$ cat config.mk
export PLATFORM = sky130hd
export DESIGN_NAME = ctl_ep_seq
export DESIGN_NICKNAME = d
export VERILOG_FILES = /design/src/rtl/ctl_ep_pkg.sv /design/src/rtl/ctl_ep_regs.sv /design/src/rtl/ctl_ep_fsm.sv /design/src/rtl/ctl_ep_seq.sv
export SDC_FILE = /design/constraint.sdc
export NUM_CORES = 1
export LEC_CHECK = 0
export BUFFER_PORTS_ARGS = -buffer_cell sky130_fd_sc_hd__buf_2
export CORE_ASPECT_RATIO = 1.2
export CORE_MARGIN = 10
export CORE_UTILIZATION = 45
export DETAILED_ROUTE_END_ITERATION = 10
export PLACE_DENSITY_LB_ADDON = 0.05
export REMOVE_ABC_BUFFERS = 1
export SLEW_MARGIN = 20
export SYNTH_ARGS = -nofsm -noshare
export SYNTH_HDL_FRONTEND = slang
export SYNTH_HIERARCHICAL = 1
export SYNTH_SLANG_ARGS = --single-unit
$ cat constraint.sdc
create_clock -name clk -period 4.1 [get_ports clk]
set_input_delay 0.205 -clock clk [delete_from_list [all_inputs] [get_ports clk]]
set_output_delay 0.205 -clock clk [all_outputs]
set_load 0.05 [all_outputs]
$ cat src/rtl/ctl_ep_pkg.sv
package ctl_ep_pkg;
    localparam int IRQ_N = 3;
    localparam int IRQ_SUTOK = 0;
    localparam int IRQ_SUDATA = 1;
    localparam int IRQ_INDONE = 2;

    typedef enum logic [1:0] {
        TK_SETUP = 2'd0,
        TK_IN    = 2'd1,
        TK_OUT   = 2'd2
    } tok_e;

    typedef enum logic [1:0] {
        RSP_DATA  = 2'd0,
        RSP_ACK   = 2'd1,
        RSP_NAK   = 2'd2,
        RSP_STALL = 2'd3
    } rsp_e;

    typedef enum logic [2:0] {
        ST_IDLE      = 3'd0,
        ST_SETUP_RX  = 3'd1,
        ST_OPEN      = 3'd2,
        ST_IN_WAIT   = 3'd3,
        ST_STAT_WAIT = 3'd4
    } ctl_state_e;
endpackage

$ cat src/rtl/ctl_ep_regs.sv
module ctl_ep_regs
    import ctl_ep_pkg::*;
#(
    parameter int LEN_W = 7
) (
    input  logic             clk,
    input  logic             rst_n,
    input  logic             ev_setup_tok,
    input  logic             ev_setup_ok,
    input  logic             ev_in_done,
    input  logic             ev_out_done,
    input  logic             fw_hsnak_clr,
    input  logic             fw_stall_set,
    input  logic             fw_in_arm,
    input  logic [LEN_W-1:0] fw_in_len,
    input  logic             fw_out_arm,
    input  logic [IRQ_N-1:0] fw_irq_clr,
    output logic             hsnak,
    output logic             stall,
    output logic             in_armed,
    output logic [LEN_W-1:0] in_len,
    output logic             out_armed,
    output logic [IRQ_N-1:0] irq
);
    logic [IRQ_N-1:0] irq_set;

    assign irq_set[IRQ_SUTOK]  = ev_setup_tok;
    assign irq_set[IRQ_SUDATA] = ev_setup_ok;
    assign irq_set[IRQ_INDONE] = ev_in_done;

    // Hardware set beats firmware clear on every flag.
    for (genvar i = 0; i < IRQ_N; i++) begin : g_irq
        always_ff @(posedge clk) begin
            if (!rst_n)          irq[i] <= 1'b0;
            else if (irq_set[i]) irq[i] <= 1'b1;
            else if (fw_irq_clr[i]) irq[i] <= 1'b0;
        end
    end

    always_ff @(posedge clk) begin
        if (!rst_n) begin
            hsnak     <= 1'b0;
            stall     <= 1'b0;
            in_armed  <= 1'b0;
            in_len    <= '0;
            out_armed <= 1'b0;
        end else begin
            if (ev_setup_tok)      hsnak <= 1'b1;
            else if (fw_hsnak_clr) hsnak <= 1'b0;

            if (ev_setup_tok)      stall <= 1'b0;
            else if (fw_stall_set) stall <= 1'b1;

            if (ev_setup_tok) begin
                in_armed <= 1'b0;
            end else if (fw_in_arm) begin
                in_armed <= 1'b1;
                in_len   <= fw_in_len;
            end else if (ev_in_done) begin
                in_armed <= 1'b0;
            end

            if (ev_setup_tok)     out_armed <= 1'b0;
            else if (fw_out_arm)  out_armed <= 1'b1;
            else if (ev_out_done) out_armed <= 1'b0;
        end
    end
endmodule

$ cat src/rtl/ctl_ep_fsm.sv
module ctl_ep_fsm
    import ctl_ep_pkg::*;
#(
    parameter int LEN_W       = 7,
    parameter int SETUP_BYTES = 8
) (
    input  logic             clk,
    input  logic             rst_n,
    input  logic             tok_valid,
    input  logic [1:0]       tok_kind,
    input  logic             rx_valid,
    input  logic             rx_data1,
    input  logic [LEN_W-1:0] rx_len,
    input  logic             host_ack,
    input  logic             hsnak,
    input  logic             stall,
    input  logic             in_armed,
    input  logic [LEN_W-1:0] in_len,
    input  logic             out_armed,
    output logic             resp_valid,
    output rsp_e             resp_code,
    output logic             tx_data1,
    output logic [LEN_W-1:0] tx_len,
    output ctl_state_e       state,
    output logic             ev_setup_tok,
    output logic             ev_setup_ok,
    output logic             ev_in_done,
    output logic             ev_out_done
);
    localparam logic [LEN_W-1:0] SETUP_LEN = LEN_W'(SETUP_BYTES);

    ctl_state_e       st_n;
    logic             tog_q, tog_n;
    logic             rv_n, pid_n;
    rsp_e             rc_n;
    logic [LEN_W-1:0] len_n;
    logic             is_setup, is_in;

    assign is_setup = tok_valid && (tok_kind == TK_SETUP);
    assign is_in    = tok_valid && (tok_kind == TK_IN);

    always_comb begin
        st_n         = state;
        tog_n        = tog_q;
        rv_n         = 1'b0;
        rc_n         = RSP_NAK;
        pid_n        = 1'b0;
        len_n        = '0;
        ev_setup_tok = 1'b0;
        ev_setup_ok  = 1'b0;
        ev_in_done   = 1'b0;
        ev_out_done  = 1'b0;
        if (is_setup) begin
            st_n         = ST_SETUP_RX;
            tog_n        = 1'b0;
            ev_setup_tok = 1'b1;
        end else begin
            unique case (state)
                ST_IDLE: begin
                    if (is_in || rx_valid) begin
                        rv_n = 1'b1;
                        rc_n = stall ? RSP_STALL : RSP_NAK;
                    end
                end
                ST_SETUP_RX: begin
                    if (rx_valid) begin
                        if (rx_len == SETUP_LEN && !rx_data1) begin
                            rv_n        = 1'b1;
                            rc_n        = RSP_ACK;
                            ev_setup_ok = 1'b1;
                            tog_n       = 1'b1;
                            st_n        = ST_OPEN;
                        end else begin
                            st_n = ST_IDLE;
                        end
                    end
                end
                default: begin
                    if (is_in) begin
                        rv_n = 1'b1;
                        if (stall) begin
                            rc_n = RSP_STALL;
                            st_n = ST_OPEN;
                        end else if (in_armed) begin
                            rc_n  = RSP_DATA;
                            pid_n = tog_q;
                            len_n = in_len;
                            st_n  = ST_IN_WAIT;
                        end else if (hsnak) begin
                            rc_n = RSP_NAK;
                        end else begin
                            rc_n  = RSP_DATA;
                            pid_n = 1'b1;
                            st_n  = ST_STAT_WAIT;
                        end
                    end else if (rx_valid) begin
                        rv_n = 1'b1;
                        if (stall) begin
                            rc_n = RSP_STALL;
                        end else if (out_armed) begin
                            rc_n = RSP_ACK;
                            if (rx_data1 == tog_q) begin
                                tog_n       = ~tog_q;
                                ev_out_done = 1'b1;
                            end
                        end else if (hsnak) begin
                            rc_n = RSP_NAK;
                        end else if (rx_len == '0 && rx_data1) begin
                            rc_n = RSP_ACK;
                            st_n = ST_IDLE;
                        end else begin
                            rc_n = RSP_NAK;
                        end
                    end else if (host_ack) begin
                        if (state == ST_IN_WAIT) begin
                            tog_n      = ~tog_q;
                            ev_in_done = 1'b1;
                            st_n       = ST_OPEN;
                        end else if (state == ST_STAT_WAIT) begin
                            st_n = ST_IDLE;
                        end
                    end
                end
            endcase
        end
    end

    always_ff @(posedge clk) begin
        if (!rst_n) begin
            state <= ST_IDLE;
            tog_q <= 1'b0;
        end else begin
            state <= st_n;
            tog_q <= tog_n;
        end
    end

    always_ff @(posedge clk) begin
        if (!rst_n) begin
            resp_valid <= 1'b0;
            resp_code  <= RSP_NAK;
            tx_data1   <= 1'b0;
            tx_len     <= '0;
        end else begin
            resp_valid <= rv_n;
            resp_code  <= rc_n;
            tx_data1   <= pid_n;
            tx_len     <= len_n;
        end
    end
endmodule

$ cat src/rtl/ctl_ep_seq.sv
module ctl_ep_seq
    import ctl_ep_pkg::*;
#(
    parameter int LEN_W = 7
) (
    input  logic             clk,
    input  logic             rst_n,
    input  logic             tok_valid,
    input  logic [1:0]       tok_kind,
    input  logic             rx_valid,
    input  logic             rx_data1,
    input  logic [LEN_W-1:0] rx_len,
    input  logic             host_ack,
    input  logic             fw_hsnak_clr,
    input  logic             fw_stall_set,
    input  logic             fw_in_arm,
    input  logic [LEN_W-1:0] fw_in_len,
    input  logic             fw_out_arm,
    input  logic [2:0]       fw_irq_clr,
    output logic             resp_valid,
    output logic [1:0]       resp_code,
    output logic             tx_data1,
    output logic [LEN_W-1:0] tx_len,
    output logic [2:0]       ctl_state,
    output logic             hsnak,
    output logic             stall,
    output logic [2:0]       irq
);
    logic             ev_setup_tok, ev_setup_ok, ev_in_done, ev_out_done;
    logic             in_armed, out_armed;
    logic [LEN_W-1:0] in_len;
    rsp_e             rc;
    ctl_state_e       st;

    ctl_ep_regs #(.LEN_W(LEN_W)) u_regs (
        .clk(clk), .rst_n(rst_n),
        .ev_setup_tok(ev_setup_tok), .ev_setup_ok(ev_setup_ok),
        .ev_in_done(ev_in_done), .ev_out_done(ev_out_done),
        .fw_hsnak_clr(fw_hsnak_clr), .fw_stall_set(fw_stall_set),
        .fw_in_arm(fw_in_arm), .fw_in_len(fw_in_len),
        .fw_out_arm(fw_out_arm), .fw_irq_clr(fw_irq_clr),
        .hsnak(hsnak), .stall(stall), .in_armed(in_armed),
        .in_len(in_len), .out_armed(out_armed), .irq(irq)
    );

    ctl_ep_fsm #(.LEN_W(LEN_W), .SETUP_BYTES(8)) u_fsm (
        .clk(clk), .rst_n(rst_n),
        .tok_valid(tok_valid), .tok_kind(tok_kind),
        .rx_valid(rx_valid), .rx_data1(rx_data1), .rx_len(rx_len),
        .host_ack(host_ack), .hsnak(hsnak), .stall(stall),
        .in_armed(in_armed), .in_len(in_len), .out_armed(out_armed),
        .resp_valid(resp_valid), .resp_code(rc), .tx_data1(tx_data1),
        .tx_len(tx_len), .state(st),
        .ev_setup_tok(ev_setup_tok), .ev_setup_ok(ev_setup_ok),
        .ev_in_done(ev_in_done), .ev_out_done(ev_out_done)
    );

    assign resp_code = rc;
    assign ctl_state = st;
endmodule

# After elaboration in Yosys (flattened, before gate mapping)

Index checks and enable logic that the tools add are counted.
W data, S select, Z words.

Register bits: 29
Latch bits: 0
Memory bits (writable): 0
Bits in read-only memories: 0
Input port bits: 29
Output and inout port bits: 19
Logic and storage cells: 150
Memories: 0

Add/subtract/negate cells: 0
Multipliers: 0
Divide/modulo/power cells: 0
Magnitude comparators: 0
Eq/ne operators: 24
Shifts and indexed selects: 0
Muxes and demuxes: 76
Bitwise logic cells: 6
Reductions and logical operators: 29

Operators with widths:

| operator             | count |
|---|---|
| $mux W1              | 46 |
| $mux W3              | 13 |
| $reduce_and A9 Y1    | 3 |
| $mux W2              | 13 |
| $ne A5 B2 Y1 const B | 3 |
| $ne A4 B2 Y1 const B | 3 |
| $reduce_bool A2 Y1   | 6 |
| $reduce_bool A4 Y1   | 2 |
| $eq A7 B4 Y1 const B | 1 |
| $logic_not A7 Y1     | 1 |
| $reduce_or A7 Y1     | 1 |
| $ne A3 B1 Y1 const B | 2 |
| $ne A3 B2 Y1 const B | 2 |
| $ne A6 B5 Y1 const B | 1 |
| $not A1 Y1           | 6 |
| $pmux W3 S2          | 1 |
| $reduce_bool A3 Y1   | 2 |
| $reduce_or A2 Y1     | 3 |
| $reduce_or A6 Y1     | 1 |
| $ne A5 B1 Y1 const B | 1 |
| $ne A5 B5 Y1 const B | 1 |
| $reduce_bool A5 Y1   | 1 |
| $logic_and A1 B1 Y1  | 4 |
| $ne A2 B1 Y1 const B | 2 |
| 14 further kinds     | 16 |

# Logic depth before layout (Yosys ltp)

Depth after elaboration: 10
Mapped depth: 6
Depth with buffers taken out: 5

# Hierarchy

The synthesis kept the hierarchy.

By module, submodules not included:

| module      | times used | cells each | area each (um2) | sequential area each (um2) |
|---|---|---|---|---|
| ctl_ep_fsm  | 1          | 97         | 823.3           | 300.3 |
| ctl_ep_regs | 1          | 56         | 540.5           | 280.3 |

# Worst setup path after synthesis

Ideal clock, no wire load.

Path type: reg-to-reg
Start point: register u_fsm.state[0]
End point: register u_fsm.state[0]
Arrival time: 1632 ps
Data required time: 3984 ps
Path slack: 2353 ps
Stages on the path, launching flop included: 6
Clock period less this slack: 1747 ps
Path through: dfxtp_1 nor3b_4 nor4_1 o21ai_1 nand3_2 a31o_1

Longest elaborated chain between the ends: 7
Elaborated cells on any way between the ends: 19
Those cells by class: eq/ne: 10; mux: 6; reduce/logical: 3

Ends and longest elaborated chain:

| what                   | RTL line          | RTL |
|---|---|---|
| from (decl)            | ctl_ep_fsm.sv:24  | `output ctl_state_e state,` |
| from (signal assigned) | ctl_ep_fsm.sv:133 | `state <= st_n;` |
| $eq A3 B2 Y1           | ctl_ep_fsm.sv:115 | `if (state == ST_IN_WAIT) begin` |
| $mux W3                | ctl_ep_fsm.sv:115 |  |
| $mux W3                | ctl_ep_fsm.sv:114 | `end else if (host_ack) begin` |
| $mux W3                | ctl_ep_fsm.sv:96  | `end else if (rx_valid) begin` |
| $mux W3                | ctl_ep_fsm.sv:79  | `if (is_in) begin` |
| $pmux W3 S2            | ctl_ep_fsm.sv:58  | `unique case (state)` |
| $mux W1                | ctl_ep_fsm.sv:53  | `if (is_setup) begin` |

Parallel ways exist; a longest one is shown, timed or not. The select of a mux whose other input is x is not followed.
A chain may end at the register's enable or synchronous reset.

# Worst setup path after layout

Same ends and word-level chain as after synthesis.

==> results.md <==
* Min Tclk post-route at 1.57 ns
* RSZ-0062 raised after global routing: no
* Warnings, synthesis at 6
* VDD IR-drop max at 212 uV
* Initial antenna violation count at 0
* CTS Hold Buffers Added at 0
* Ranking of synthesized cells by area: dfxtp_1 43%, mux2i_1 6.6%, nand2_1 6.3%
* Layout area overhead at 21.2%
* Cell taking the most area after synthesis: dfxtp_1
* Most common cell after layout, fill and taps aside: buf_2
* Area of the multi-input gates at 728 um2
* Worst path max stage delay at 0.45 ns
* Worst skew pair latency at 0.32 ns
* Non-filler instance count after layout at 237
* Max-cap viol count at 0
* Commonest cells after routing, fill and taps aside: 47 x buf_2, 29 x dfxtp_1, 23 x nand2_1
* Crit start category: flip-flop
* Syn Std Cell Area at 1360 um2
* Static leakage at 0.747 nW
* H-tree depth at 2
* Crit Path Class: flip-flop to flip-flop
* Violation count after the first detailed-routing iteration at 99
* Power Dens Cells at 322 nW/um2
* Int Pwr at 0.386 mW
* CTS tree: built
* Net Sw Frac at 27.5%
* Synth Instances at 153
* Global placer's final weighted congestion at 0.867
* Nets at 231
* Area of the core at 2840 um2
* Post-CTS Setup Bufs at 0
* Data required, critical path at 4.33 ns
* WL final at 3430 um
* Run status: finished clean
* Initial Util at 48.1%
* Port Buffers at 47
* Residual DRC at 0
* Flop pwr share at 55.9%
* Register area share after synthesis at 42.6%
* Reg2reg start: u_fsm/state[0]
* Share of layout cells above drive strength 1 at 30.0%
* CP max stage cell: dfxtp_1
* Reg2reg setup slack at 2.53 ns
* Crit end category: flip-flop
* Main synth FF type: dfxtp_1
* Rows at 21
* # diodes at 0
* Routed WL per cell at 14.5 um
* Fmax achieved at 0.636 GHz
* Largest net degree at the start of global routing at 25
* Register area at 581 um2
* Global route total overflow at 0
* Clock Tree Root: clkbuf_4
* CP Depth at 5
* Post-synth cell types at 39
* Slew HR at 66.2%
* HPWL after detailed placement at 2750 um
* Total track usage at 12.8%
* Die Span Y at 80.3 um
* First-pass GRT wire length at 5930 um
* FF-to-FF End: u_fsm/state[0]
* Largest delay share family, worst path: simple AND/OR/NAND/NOR gates
* CTS clk-pin slew, worst paths at 0.09 ns
* R2R depth at 5
* Vias in the first global route at 1,312
* Deepest clock path buffer count at 2
* Syn Area/Cell at 8.91 um2
* #FFs+latches synth at 29
* Worst Setup SP: u_fsm/state[0]
* NetSw at 0.147 mW
* DR vias/cell at 5.25
* First-pass detailed-route iteration total at 4
* Final Cycle Share at 38.3%
* Die footprint at 5640 um2
* I/O pin total at 48
* EDFF count, synth at 0
* Clk_skew at 0.00895 ns
* Post-Place Cells at 229
* Filler cells at 261
* CTS buffer count at 5
* Die X at 70.3 um
* CTS resizes at 0
* Detail Route Antenna Nets at 0
* CP Max Fanout at 8
* Post-synth top area share at 42.6%
* Buf/Inv on CP at 0
* CP Data Arrival Time at 1.80 ns
* Critical-path cell list: nor3b_4, nor4_1, o21ai_1, nand3_2, a31o_1
* Clock power frac at 29.9%
* Vias at 1,245
* Comb pwr share at 14.2%
* Worst hold path class: input port to flip-flop
* CP endpoint: u_fsm/state[0]
* # setup viols final at 0
* Worst-Margin Slew at 0.505 ns
* Slew Viols, Final at 0
* Final Hold Viols at 0
* Setup TNS Final at 0 ns
* CTS Sinks at 29
* Async set-reset flop share out of synthesis at 0%
==> stage by stage <==
step | hold WS (ns) | setup slack [ns] | cell area, um2 | utilization [%] | power [mW]
floorplan | 0.321 | 2.35 | 1320 | - | 0.349
global placement | 0.415 | 2.56 | 1600 | 56.4 | 0.379
detailed placement | 0.421 | 2.55 | 1600 | 56.4 | 0.380
CTS | 0.0803 | 2.54 | 1650 | 58.2 | 0.541
global route | 0.0832 | 2.39 | 1650 | 58.2 | 0.565
finish | 0.0883 | 2.53 | 1650 | 58.2 | 0.533
==> cells in the mapped netlist, drive strengths merged, types with 2 or more instances <==
master  count
dfxtp      29
nand2      23
nor2       10
mux2i       9
o21ai       9
and2        7
nor2b       7
nand2b      6
a21oi       5
buf         5
nor4b       5
inv         4
nand3       4
nor4        4
o21a        4
a211oi      3
a31oi       3
nand4       2
nor3        2
==> registers in the layout, indices dropped and copies added, names as in the netlist <==
name              flops
u_fsm/tx_len          7
u_fsm/resp_code       2
u_regs/stall          1
u_regs/irq            3
u_regs/hsnak          1
u_regs/out_armed      1
u_regs/in_armed       1
u_fsm/tx_data1        1
u_fsm/state           3
u_fsm/resp_valid      1
u_fsm/tog_q           1
u_regs/in_len         7
==> worst min path at each step <==
stage / from / endpoint / slack (ns) / depth (start not counted)
after floorplan: fw_stall_set / u_regs/stall / 0.32 / 2
after global placement: fw_stall_set / u_regs/stall / 0.42 / 3
after detailed placement: fw_stall_set / u_regs/stall / 0.42 / 3
after global routing: fw_stall_set / u_regs/stall / 0.08 / 3
after CTS: fw_stall_set / u_regs/stall / 0.08 / 3
final: fw_stall_set / u_regs/stall / 0.09 / 3
==> layer usage <==
layer	track usage, %	up-vias	share of wire, %
li1	-	636	-
met1	14.0	566	43
met2	21.1	37	48
met3	4.55	6	6.9
met4	7.11	0	1.8
met5	0	-	0
==> power groups by stage <==
stage,Clock (mW),Combinational [mW],Sequential (mW)
global placement,0,0.0741,0.305
finish,0.159,0.0756,0.298
global route,0.182,0.0836,0.300
CTS,0.167,0.0757,0.298
floorplan,0,0.0348,0.314
detailed placement,0,0.0753,0.304
==> worst min-delay path, stage by stage <==
cell and delay (ns):
buf_2 0.07, nor2_1 0.03, nor2_1 0.06
==> cell families (layout without fill, tap and decap cells) <==
| group | after synthesis | after routing | share of synthesized area (%) |
|---|---|---|---|
| AND/OR/NAND/NOR | 78 | 78 | 33.9 |
| flip-flops | 29 | 29 | 42.6 |
| AO/OA/AOI/OAI | 27 | 27 | 12.3 |
| multiplexers | 9 | 9 | 6.61 |
| buffers and inverters | 9 | 59 | 4.04 |
| XOR/XNOR | 1 | 1 | 0.642 |
==> final cells by class <==
cell class,count,area share [%]
clock inverters,2,0.606
multi-input cells,115,44.1
flip-flops and latches,29,35.1
repair buffers,47,14.2
well taps,34,2.57
clock buffers,6,2.50
inverters,4,0.908
Power figures use the tool's default switching activity.
